==> config.mk <==
export PLATFORM = sky130hd
export DESIGN_NAME = pci_rdcmd_sel
export DESIGN_NICKNAME = d
export VERILOG_FILES = /design/src/rtl/rdsel_pkg.sv /design/src/rtl/rdsel_qual.sv /design/src/rtl/rdsel_span.sv /design/src/rtl/rdsel_walker.sv /design/src/rtl/pci_rdcmd_sel.sv
export SDC_FILE = /design/constraint.sdc
export NUM_CORES = 1
export LEC_CHECK = 0
export ABC_AREA = 1
export BUFFER_PORTS_ARGS = -buffer_cell sky130_fd_sc_hd__clkbuf_2
export CAP_MARGIN = 20
export CORE_MARGIN = 3
export CORE_UTILIZATION = 30
export DETAILED_ROUTE_END_ITERATION = 8
export GPL_TIMING_DRIVEN = 0
export SLEW_MARGIN = 20
export SYNTH_ARGS = -nofsm -noshare
export SYNTH_HDL_FRONTEND = slang
export SYNTH_HIERARCHICAL = 1
export SYNTH_SLANG_ARGS = --single-unit
==> constraint.sdc <==
create_clock -name clk -period 12.8 [get_ports clk]
set_input_delay 1.28 -clock clk [delete_from_list [all_inputs] [get_ports clk]]
set_output_delay 1.28 -clock clk [all_outputs]
set_load 0.01 [all_outputs]
==> src/rtl/rdsel_pkg.sv <==
package rdsel_pkg;
  localparam int CFG_W = 8;
  localparam int LB_W  = CFG_W + 2;

  localparam logic [3:0] CMD_MEMRD  = 4'b0110;
  localparam logic [3:0] CMD_RDLINE = 4'b1110;
  localparam logic [3:0] CMD_RDMULT = 4'b1100;

  // burst size with zero mapped to one word
  function automatic logic [CFG_W-1:0] burst_eff(input logic [CFG_W-1:0] bw);
    return (bw == '0) ? CFG_W'(1) : bw;
  endfunction

  function automatic logic [LB_W-1:0] words_to_bytes(input logic [CFG_W-1:0] w);
    return {w, 2'b00};
  endfunction

  function automatic logic line_size_ok(input logic [CFG_W-1:0] lw,
                                        input logic [CFG_W-1:0] bw);
    logic pow;
    pow = (lw == CFG_W'(2)) || (lw == CFG_W'(4)) ||
          (lw == CFG_W'(8)) || (lw == CFG_W'(16));
    return pow && (lw <= burst_eff(bw));
  endfunction

  // byte offset of an address inside its cache line
  function automatic logic [LB_W-1:0] line_offset(input logic [LB_W-1:0] alo,
                                                  input logic [CFG_W-1:0] lw);
    return alo & (words_to_bytes(lw) - LB_W'(1));
  endfunction
endpackage

==> src/rtl/rdsel_qual.sv <==
module rdsel_qual
  import rdsel_pkg::*;
#(
  parameter int ADDR_W = 32,
  parameter int CNT_W  = 16
) (
  input  logic              opf_i,
  input  logic              cache_en_i,
  input  logic              line_en_i,
  input  logic              mult_en_i,
  input  logic [CFG_W-1:0]  line_w_i,
  input  logic [CFG_W-1:0]  burst_w_i,
  input  logic [ADDR_W-1:0] addr_i,
  input  logic [CNT_W-1:0]  cnt_i,
  output logic [3:0]        cmd_o,
  output logic              legal_o,
  output logic              aligned_o,
  output logic              line_ok_o,
  output logic              mult_ok_o
);
  logic [CNT_W-1:0] line_bytes_c;
  logic [CNT_W-1:0] burst_bytes_c;

  always_comb begin
    line_bytes_c  = CNT_W'(words_to_bytes(line_w_i));
    burst_bytes_c = CNT_W'(words_to_bytes(burst_eff(burst_w_i)));
    legal_o   = line_size_ok(line_w_i, burst_w_i);
    aligned_o = (line_offset(addr_i[LB_W-1:0], line_w_i) == '0);
    mult_ok_o = cache_en_i && mult_en_i && legal_o && aligned_o &&
                (cnt_i >= burst_bytes_c);
    line_ok_o = cache_en_i && line_en_i && legal_o && aligned_o &&
                (cnt_i >= line_bytes_c);
    if (opf_i)            cmd_o = CMD_MEMRD;
    else if (!cache_en_i) cmd_o = line_en_i ? CMD_RDLINE : CMD_MEMRD;
    else if (mult_ok_o)   cmd_o = CMD_RDMULT;
    else if (line_ok_o)   cmd_o = CMD_RDLINE;
    else                  cmd_o = CMD_MEMRD;
  end
endmodule

==> src/rtl/rdsel_span.sv <==
module rdsel_span
  import rdsel_pkg::*;
#(
  parameter int ADDR_W = 32,
  parameter int CNT_W  = 16
) (
  input  logic              cache_en_i,
  input  logic              legal_i,
  input  logic [CFG_W-1:0]  line_w_i,
  input  logic [CFG_W-1:0]  burst_w_i,
  input  logic [ADDR_W-1:0] addr_i,
  input  logic [CNT_W-1:0]  cnt_i,
  output logic [CNT_W-1:0]  len_o,
  output logic [LB_W-1:0]   to_bnd_o,
  output logic              bounded_o
);
  logic [LB_W-1:0] off_c;
  logic [LB_W-1:0] cap_c;

  always_comb begin
    off_c     = line_offset(addr_i[LB_W-1:0], line_w_i);
    to_bnd_o  = words_to_bytes(line_w_i) - off_c;
    bounded_o = cache_en_i && legal_i && (off_c != '0);
    cap_c     = words_to_bytes(burst_eff(burst_w_i));
    if (bounded_o && (to_bnd_o < cap_c)) cap_c = to_bnd_o;
    len_o = (cnt_i < CNT_W'(cap_c)) ? cnt_i : CNT_W'(cap_c);
  end
endmodule

==> src/rtl/rdsel_walker.sv <==
module rdsel_walker
  import rdsel_pkg::*;
#(
  parameter int ADDR_W = 32,
  parameter int CNT_W  = 16
) (
  input  logic              clk,
  input  logic              rst_n,
  input  logic              req_valid_i,
  input  logic [ADDR_W-1:0] req_addr_i,
  input  logic [CNT_W-1:0]  req_bytes_i,
  input  logic              req_opf_i,
  input  logic              cfg_cache_en_i,
  input  logic              cfg_line_en_i,
  input  logic              cfg_mult_en_i,
  input  logic [CFG_W-1:0]  cfg_line_w_i,
  input  logic [CFG_W-1:0]  cfg_burst_w_i,
  input  logic [CNT_W-1:0]  len_i,
  output logic              busy_o,
  output logic              done_o,
  output logic [ADDR_W-1:0] addr_o,
  output logic [CNT_W-1:0]  cnt_o,
  output logic              opf_o,
  output logic              cache_en_o,
  output logic              line_en_o,
  output logic              mult_en_o,
  output logic [CFG_W-1:0]  line_w_o,
  output logic [CFG_W-1:0]  burst_w_o
);
  logic accept_c;
  logic last_c;

  assign accept_c = !busy_o && req_valid_i;
  assign last_c   = busy_o && (len_i == cnt_o);

  always_ff @(posedge clk) begin
    if (!rst_n) begin
      busy_o     <= 1'b0;
      done_o     <= 1'b0;
      addr_o     <= '0;
      cnt_o      <= '0;
      opf_o      <= 1'b0;
      cache_en_o <= 1'b0;
      line_en_o  <= 1'b0;
      mult_en_o  <= 1'b0;
      line_w_o   <= '0;
      burst_w_o  <= '0;
    end else begin
      done_o <= 1'b0;
      if (accept_c) begin
        addr_o     <= req_addr_i;
        cnt_o      <= req_bytes_i;
        opf_o      <= req_opf_i;
        cache_en_o <= cfg_cache_en_i;
        line_en_o  <= cfg_line_en_i;
        mult_en_o  <= cfg_mult_en_i;
        line_w_o   <= cfg_line_w_i;
        burst_w_o  <= cfg_burst_w_i;
        if (req_bytes_i == '0) done_o <= 1'b1;
        else                   busy_o <= 1'b1;
      end else if (busy_o) begin
        addr_o <= addr_o + ADDR_W'(len_i);
        cnt_o  <= cnt_o - len_i;
        if (last_c) begin
          busy_o <= 1'b0;
          done_o <= 1'b1;
        end
      end
    end
  end

  AST_LEN_BOUND: assert property (@(posedge clk) disable iff (!rst_n)
    busy_o |-> (len_i != '0) && (len_i <= cnt_o));
  AST_CNT_STEP: assert property (@(posedge clk) disable iff (!rst_n)
    busy_o && $past(busy_o) |-> cnt_o == $past(cnt_o) - $past(len_i));
  AST_DONE_IDLE: assert property (@(posedge clk) disable iff (!rst_n)
    done_o |-> !busy_o);
  AST_CFG_HELD: assert property (@(posedge clk) disable iff (!rst_n)
    busy_o && $past(busy_o) |-> $stable(line_w_o) && $stable(burst_w_o) &&
    $stable(cache_en_o));
  AST_ADDR_HELD: assert property (@(posedge clk) disable iff (!rst_n)
    busy_o && $past(busy_o) |-> addr_o == $past(addr_o) + ADDR_W'($past(len_i)));
endmodule

==> src/rtl/pci_rdcmd_sel.sv <==
module pci_rdcmd_sel
  import rdsel_pkg::*;
#(
  parameter int ADDR_W = 32,
  parameter int CNT_W  = 16
) (
  input  logic              clk,
  input  logic              rst_n,
  input  logic              cfg_cache_en,
  input  logic              cfg_line_en,
  input  logic              cfg_mult_en,
  input  logic [CFG_W-1:0]  cfg_line_words,
  input  logic [CFG_W-1:0]  cfg_burst_words,
  input  logic              req_valid,
  input  logic [ADDR_W-1:0] req_addr,
  input  logic [CNT_W-1:0]  req_bytes,
  input  logic              req_opfetch,
  output logic              busy,
  output logic              burst_valid,
  output logic [3:0]        burst_cmd,
  output logic [ADDR_W-1:0] burst_addr,
  output logic [CNT_W-1:0]  burst_len,
  output logic              done
);
  logic              w_opf, w_cache, w_line, w_mult;
  logic [CFG_W-1:0]  w_line_w, w_burst_w;
  logic [CNT_W-1:0]  w_cnt;
  logic              q_legal, q_aligned, q_line_ok, q_mult_ok;
  logic [LB_W-1:0]   s_to_bnd;
  logic              s_bounded;

  rdsel_walker #(.ADDR_W(ADDR_W), .CNT_W(CNT_W)) u_walk (
    .clk(clk), .rst_n(rst_n),
    .req_valid_i(req_valid), .req_addr_i(req_addr), .req_bytes_i(req_bytes),
    .req_opf_i(req_opfetch),
    .cfg_cache_en_i(cfg_cache_en), .cfg_line_en_i(cfg_line_en),
    .cfg_mult_en_i(cfg_mult_en), .cfg_line_w_i(cfg_line_words),
    .cfg_burst_w_i(cfg_burst_words),
    .len_i(burst_len),
    .busy_o(busy), .done_o(done), .addr_o(burst_addr), .cnt_o(w_cnt),
    .opf_o(w_opf), .cache_en_o(w_cache), .line_en_o(w_line), .mult_en_o(w_mult),
    .line_w_o(w_line_w), .burst_w_o(w_burst_w)
  );

  rdsel_qual #(.ADDR_W(ADDR_W), .CNT_W(CNT_W)) u_qual (
    .opf_i(w_opf), .cache_en_i(w_cache), .line_en_i(w_line), .mult_en_i(w_mult),
    .line_w_i(w_line_w), .burst_w_i(w_burst_w), .addr_i(burst_addr), .cnt_i(w_cnt),
    .cmd_o(burst_cmd), .legal_o(q_legal), .aligned_o(q_aligned),
    .line_ok_o(q_line_ok), .mult_ok_o(q_mult_ok)
  );

  rdsel_span #(.ADDR_W(ADDR_W), .CNT_W(CNT_W)) u_span (
    .cache_en_i(w_cache), .legal_i(q_legal), .line_w_i(w_line_w),
    .burst_w_i(w_burst_w), .addr_i(burst_addr), .cnt_i(w_cnt),
    .len_o(burst_len), .to_bnd_o(s_to_bnd), .bounded_o(s_bounded)
  );

  assign burst_valid = busy;

  AST_FETCH_PLAIN: assert property (@(posedge clk) disable iff (!rst_n)
    burst_valid && w_opf |-> burst_cmd == CMD_MEMRD);
  AST_MULT_QUAL: assert property (@(posedge clk) disable iff (!rst_n)
    burst_valid && burst_cmd == CMD_RDMULT |-> w_cache && w_mult && q_legal && q_aligned);
  AST_MULT_WINS: assert property (@(posedge clk) disable iff (!rst_n)
    burst_valid && !w_opf && q_mult_ok && q_line_ok |-> burst_cmd == CMD_RDMULT);
  AST_ILLEGAL_PLAIN: assert property (@(posedge clk) disable iff (!rst_n)
    burst_valid && w_cache && !q_legal |-> burst_cmd == CMD_MEMRD);
  AST_NO_LINE_CROSS: assert property (@(posedge clk) disable iff (!rst_n)
    burst_valid && s_bounded |-> burst_len <= CNT_W'(s_to_bnd));
endmodule

== Word level (Yosys, flattened, before mapping) ==
Cells that the tools add are included.
Storage, ports and cells
  logic and storage cells: 69
  register bits after elaboration: 70
  bits of input ports: 71
  output and inout bits: 55
Operators by class
  mux-type cells: 20
  $add $sub $neg: 4
  bitwise operators: 1
  reduce and logical (&&, ||, !) cells: 23
  magnitude comparators: 5
  equal/unequal tests: 6
Operators by type and width (count)
  $mux W32: 2
  $mux W16: 3
  $add A32 B16 Y32: 1
  $ge A16 B10 Y1: 2
  $mux W4: 5
  $eq A16 B16 Y1: 1
  $logic_not A16 Y1: 1
  $lt A16 B10 Y1: 1
  $sub A16 B16 Y16: 1
  $logic_and A1 B1 Y1: 14
  $and A10 B10 Y10: 1
  $logic_not A10 Y1: 1
  $lt A10 B10 Y1: 1
  $mux W10: 1
  $reduce_bool A10 Y1: 1
  $sub A10 B1 Y10 const B: 1
  $sub A10 B10 Y10: 1
  $eq A8 B2 Y1 const B: 1
  $eq A8 B3 Y1 const B: 1
  $eq A8 B4 Y1 const B: 1
  $eq A8 B5 Y1 const B: 1
  $le A8 B8 Y1: 1
  $logic_not A8 Y1: 1
  $mux W1: 8
  other kinds (5): 7

== Longest topological paths before layout ==
  depth after elaboration: 16
  depth in mapped cells: 45
  mapped depth without buffers: 45

== By module ==
The synthesis kept the hierarchy.
By module, submodules not included
  rdsel_walker: times used 1, cells each 848, seq. area each 1401.3 sq um, area an instance 5200.0 sq um
  rdsel_span: times used 1, cells each 271, seq. area each 0.0 sq um, area an instance 1462.7 sq um
  rdsel_qual: times used 1, cells each 185, seq. area each 0.0 sq um, area an instance 1067.3 sq um
  pci_rdcmd_sel: times used 1, cells each 1, seq. area each 0.0 sq um, area an instance 7.5 sq um

== Worst setup path after synthesis ==
No wires, ideal clock.
  path kind: flip-flop to flip-flop
  start point: reg u_walk.line_w_o[1]
  end point: reg u_walk.cnt_o[10]
  period minus slack after synthesis: 5666 ps
  setup time: 70 ps
  slack: 7134 ps
  data arrival time: 5596 ps
  path buffers: 1
  stages on the path, launching flop included: 37
  required time: 12730 ps
  cells stage by stage: dfxtp_1 -> inv_1 -> ha_1 -> inv_1 -> a21oi_1 -> a21oi_2 -> nand2_1 -> inv_1 -> nand3_1 -> nor2_1 -> nand2_1 -> o211ai_1 -> xor2_1 -> ha_1 -> a21oi_1 -> o21ai_0 -> nor2_4 -> nand2_2 -> inv_1 -> nand2_1 -> o21ai_1 -> inv_1 -> ha_1 -> a2111oi_0 -> clkbuf_4 -> nand3_2 -> nand2_1 -> inv_1 -> fa_1 -> nand3_1 -> nand2_1 -> nand3_1 -> nand2_1 -> a21oi_1 -> or2_2 -> nand3_1 -> a21oi_1
Between the ends
  elaborated cells between the ends (all ways): 23
  those cells by class: add/sub (3); order compare (3); eq/ne (4); mux (4); bitwise (1); reduce/logical (8)
RTL lines
  from (decl): line rdsel_walker.sv:27  | output logic [CFG_W-1:0] line_w_o,
  from (signal assigned): line rdsel_walker.sv:57  | line_w_o <= cfg_line_w_i;
  $sub A10 B1 Y10: line rdsel_pkg.sv:29  | return alo & (words_to_bytes(lw) - LB_W'(1));
  $and A10 B10 Y10: line rdsel_pkg.sv:29
  $sub A10 B10 Y10 *: line rdsel_span.sv:22  | to_bnd_o = words_to_bytes(line_w_i) - off_c;
  net s_to_bnd[9]: line pci_rdcmd_sel.sv:29  | logic [LB_W-1:0] s_to_bnd;
  $lt A10 B10 Y1: line rdsel_span.sv:25  | if (bounded_o && (to_bnd_o < cap_c)) cap_c = to_bnd_o;
  $logic_and A1 B1 Y1: line rdsel_span.sv:25
  $mux W10 *: line rdsel_span.sv:25
  $lt A16 B10 Y1: line rdsel_span.sv:26  | len_o = (cnt_i < CNT_W'(cap_c)) ? cnt_i : CNT_W'(cap_c);
  $mux W16 *: line rdsel_span.sv:26
  net burst_len[1]: line pci_rdcmd_sel.sv:22  | output logic [CNT_W-1:0] burst_len,
  $sub A16 B16 Y16 *: line rdsel_walker.sv:63  | cnt_o <= cnt_o - len_i;
  $mux W16 *: line rdsel_walker.sv:61  | end else if (busy_o) begin
  $mux W16 *: line rdsel_walker.sv:50  | if (accept_c) begin
  to (signal assigned): line rdsel_walker.sv:52  | cnt_o <= req_bytes_i;
  to (signal assigned): line rdsel_walker.sv:63
  to (decl): line rdsel_walker.sv:22  | output logic [CNT_W-1:0] cnt_o,
Mark *: on every way through the listed nets, which the timed path passes. The rest lies on a longest branch. The select of a mux whose other input is x is not followed.
A chain may end at the register's enable or synchronous reset.

== Worst setup path after layout ==
  start point: reg u_walk.line_w_o[1]
  end point: out burst_len[1]
Between the ends
  elaborated cells between the ends (all ways): 20
  those cells by class: add/sub (2); order compare (3); eq/ne (4); mux (2); bitwise (1); reduce/logical (8)
RTL lines (line)
  $sub A10 B1 Y10: rdsel_pkg.sv:29
  $and A10 B10 Y10: rdsel_pkg.sv:29
  $sub A10 B10 Y10 *: rdsel_span.sv:22
  net s_to_bnd[9]: pci_rdcmd_sel.sv:29
  $lt A10 B10 Y1: rdsel_span.sv:25
  $logic_and A1 B1 Y1: rdsel_span.sv:25
  $mux W10 *: rdsel_span.sv:25
  $lt A16 B10 Y1: rdsel_span.sv:26
  $mux W16 *: rdsel_span.sv:26
  to (decl): pci_rdcmd_sel.sv:22
Mark *: on every way through the listed nets, which the timed path passes. The rest lies on a longest branch.

==> results by stage <==
Clocking:
- The post-cts resize count is 0.
- For this design, the CTS-stage hold fixing added 0 buffers.
- For the worst-skew pair, the clock arrives at the later sink with an insertion delay of around 0.36 ns.
- Clock tree synthesis selected as its root buffer the cell sky130_fd_sc_hd__clkbuf_16.
- The level count of the clock H-tree is 3.
- The number of sinks driven by the clock tree is 70.
- In this run the deepest clock path goes through 2 buffers.
- After clock tree synthesis, the clock-pin slew on the worst setup and hold paths is 0.07 ns.
- TritonCTS built the clock tree.
- The total CTS buffers is 9.
- The buffer count from post-CTS setup fixing is 0.

Floorplanning:
- The core region area is about 25000 um^2.
- The area of the die is between 20000 and 30000 um^2.
- The initialized floorplan defines a little under 60 standard-cell rows.
- The floorplan die width is roughly 170 um.
- From bottom edge to top edge, the die measures 166 um.
- The initial utilization of the core area, before any placement, comes to a little under a third.
- The number of ports placed on the die boundary is around 130.

Power and ir drop:
- The maximum VDD drop is between 0.05 and 0.06 mV.
- The power density over cell area is between 100 and 150 nW/um^2.
- In this run the static leakage power is between 4 and 5 nW.

Logic synthesis:
- The synthesized area is roughly 7700 um^2.
- The count of mapped cells out of synthesis is around 1300.
- The average instance in the mapped netlist occupies 5.93 um^2.
- The number of warning messages in the yosys log is 6.

Layout:
- After filler insertion, the fill cell instance count of the layout stands at roughly 2900.
- The sequential cells in the finished layout cover a total of roughly 1400 um^2.
- In the layout the commonest cells are 367 x sky130_fd_sc_hd__nand2_1, 194 x sky130_fd_sc_hd__inv_1, 146 x sky130_fd_sc_hd__nor2_1.
- The count of nets after finishing is between 1500 and 2000.
- The diode insertion count for antenna repair is 0.
- The proportion of layout cells with a drive suffix above 1 is between 10% and 20%.
- The most common library cell in the layout ignoring fill and taps is sky130_fd_sc_hd__nand2_1.
- The area added between synthesis and finish is 17.1%.
- The footprint of the multi-input gates is ~5400 um^2.

Global routing:
- The global-route wire length before repair is between 40 and 50 mm.
- The number of antenna violations at the first check in global routing is 0.
- Entering global routing, the biggest net connects 13 pins.
- For this run the aggregate overflow at the end of global routing stands at 0.
- The overall track demand over capacity in global routing is between 20% and 30%.
- The via count of the first global-routing pass was between 8000 and 9000.

Timing:
- The final count of hold timing violations is 0.
- The final setup violation count is 0.
- The smallest clock period supported by the final layout is computed as around 7 ns.
- The final critical-path setup slack is 5.83 ns.
- Setup repair after global routing left no endpoint under its margin.
- Setup total negative slack on the finished layout was measured at 0 ns.
- Of the available clock period, the critical path in the final layout requires roughly 54%.
- The max-slew violation count is 0.
- The actual slew at the worst max-slew pin is between 0.8 and 0.9 ns.
- Based on the critical path, the design can be clocked at up to roughly 140 MHz.
- The worst slew margin relative to its limit is a little over two fifths.
- On the final layout, the worst clock skew is around 0.017 ns.

Place:
- The routability-driven placement congestion ratio is roughly 0.93.
- OpenSTA, run right after detailed placement, puts the worst setup slack at 6.02 ns.
- The count of buffers added on input and output ports is ~120.
- After legalization and detailed placement, the total HPWL measured around 23 mm.

Setup path:
- The largest single stage delay on the critical path is 0.62 ns.
- For the worst setup path, the data required time is between 10 and 15 ns.
- The kind of end point of the critical path is an output pin.
- For this design, the slowest cell found on the critical path is sky130_fd_sc_hd__a2111oi_0.
- The highest fanout seen on the critical path is 10.
- The kind of start point of the critical path is a flop.
- The most prevalent standard cell on the critical path is sky130_fd_sc_hd__inv_1.
- Data arrives at the worst endpoint at between 5 and 6 ns.
- The critical path class is flop to output pin.

Routing:
- The detailed-route DRC error count is 0.
- The average vias per placed instance is around 4.8.
- The number of DRC violations after detailed-routing iteration 0 is approximately 560.
- In the final routed layout, each cell accounts on average for 16.0 um.
- The post-detailed-routing wire length is ~28 mm.
- The number of iterations in the first detailed-routing pass is 7.
- The count of nets left with antenna violations once routing finished came out at 0.
- The via total after detailed routing is ~8600.

Min path:
- The worst min-delay path category is flop to flop.

Outcome:
- The run finished with clean final reports.

Job:
- Across the run, the number of max-cap violations was 0.
[state kept, by name (all words and copies together), names as in the netlist]
| register | count |
|---|---|
| u_walk/line_en_o | 1 |
| u_walk/done_o | 1 |
| u_walk/cnt_o | 16 |
| u_walk/busy_o | 1 |
| u_walk/burst_w_o | 8 |
| u_walk/addr_o | 32 |
| u_walk/mult_en_o | 1 |
| u_walk/line_w_o | 8 |
| u_walk/opf_o | 1 |
| u_walk/cache_en_o | 1 |
[final cells by class]
| cell class | count | area share, % |
|---|---|---|
| inverters | 204 | 8.47 |
| clock inverters | 5 | 0.650 |
| multi-input cells | 996 | 59.5 |
| plain buffers | 37 | 2.19 |
| clock buffers | 11 | 2.68 |
| repair buffers | 117 | 6.48 |
| well taps | 330 | 4.57 |
| flip-flops and latches | 70 | 15.5 |
[power breakdown]
part / total [mW] / switching, mW / internal (mW)
registers: 0.296 / 0.0539 / 0.242
clock network: 0.265 / 0.108 / 0.156
logic: 0.587 / 0.374 / 0.213
total: 1.15 / 0.536 / 0.612
[per-stage QoR]
step	cells	power (mW)	utilization, %	hold WS [ns]	instance area (um^2)
floorplan	1307	0.706	-	0.455	7740
global placement	1754	0.870	34.6	0.496	8740
detailed placement	1754	0.878	34.6	0.505	8740
CTS	1770	1.15	35.8	0.520	9040
global route	1770	1.25	35.8	0.545	9040
finish	1770	1.15	35.8	0.512	9040
[layer usage]
metal | track usage (%) | wire length, um | up-vias
li1 | - | - | 4424
met1 | 25.6 | 12200 | 3774
met2 | 33.8 | 13000 | 313
met3 | 4.87 | 2250 | 45
met4 | 6.74 | 903 | 0
met5 | 0 | 0 | -
[path summary, 6_finish.rpt]
| kind | start | to | slack (ns) | depth (start not counted) |
|---|---|---|---|---|
| worst max register to register | u_walk/line_w_o[1]$_SDFFE_PN0P_ | u_walk/cnt_o[10]$_SDFFE_PN0P_ | 6.01 | 36 |
| worst max-delay path | u_walk/line_w_o[1]$_SDFFE_PN0P_ | burst_len[1] | 5.83 | 27 |
| worst min register to register | u_walk/addr_o[10]$_SDFFE_PN0P_ | u_walk/addr_o[10]$_SDFFE_PN0P_ | 0.51 | 2 |
| worst min-delay path | u_walk/addr_o[10]$_SDFFE_PN0P_ | u_walk/addr_o[10]$_SDFFE_PN0P_ | 0.51 | 2 |
[critical path: cells and delay by family, from the launching register on]
kind / cells / cell delay, ns
adders and majority gates: 3 / 0.89
AOI/OAI and AO/OA: 7 / 1.44
xor gates and xnor gates: 1 / 0.30
buffers and inverters: 7 / 1.12
DFF: 1 / 0.59
and+or+nand+nor: 9 / 1.00
Power figures use the tool's default switching activity.
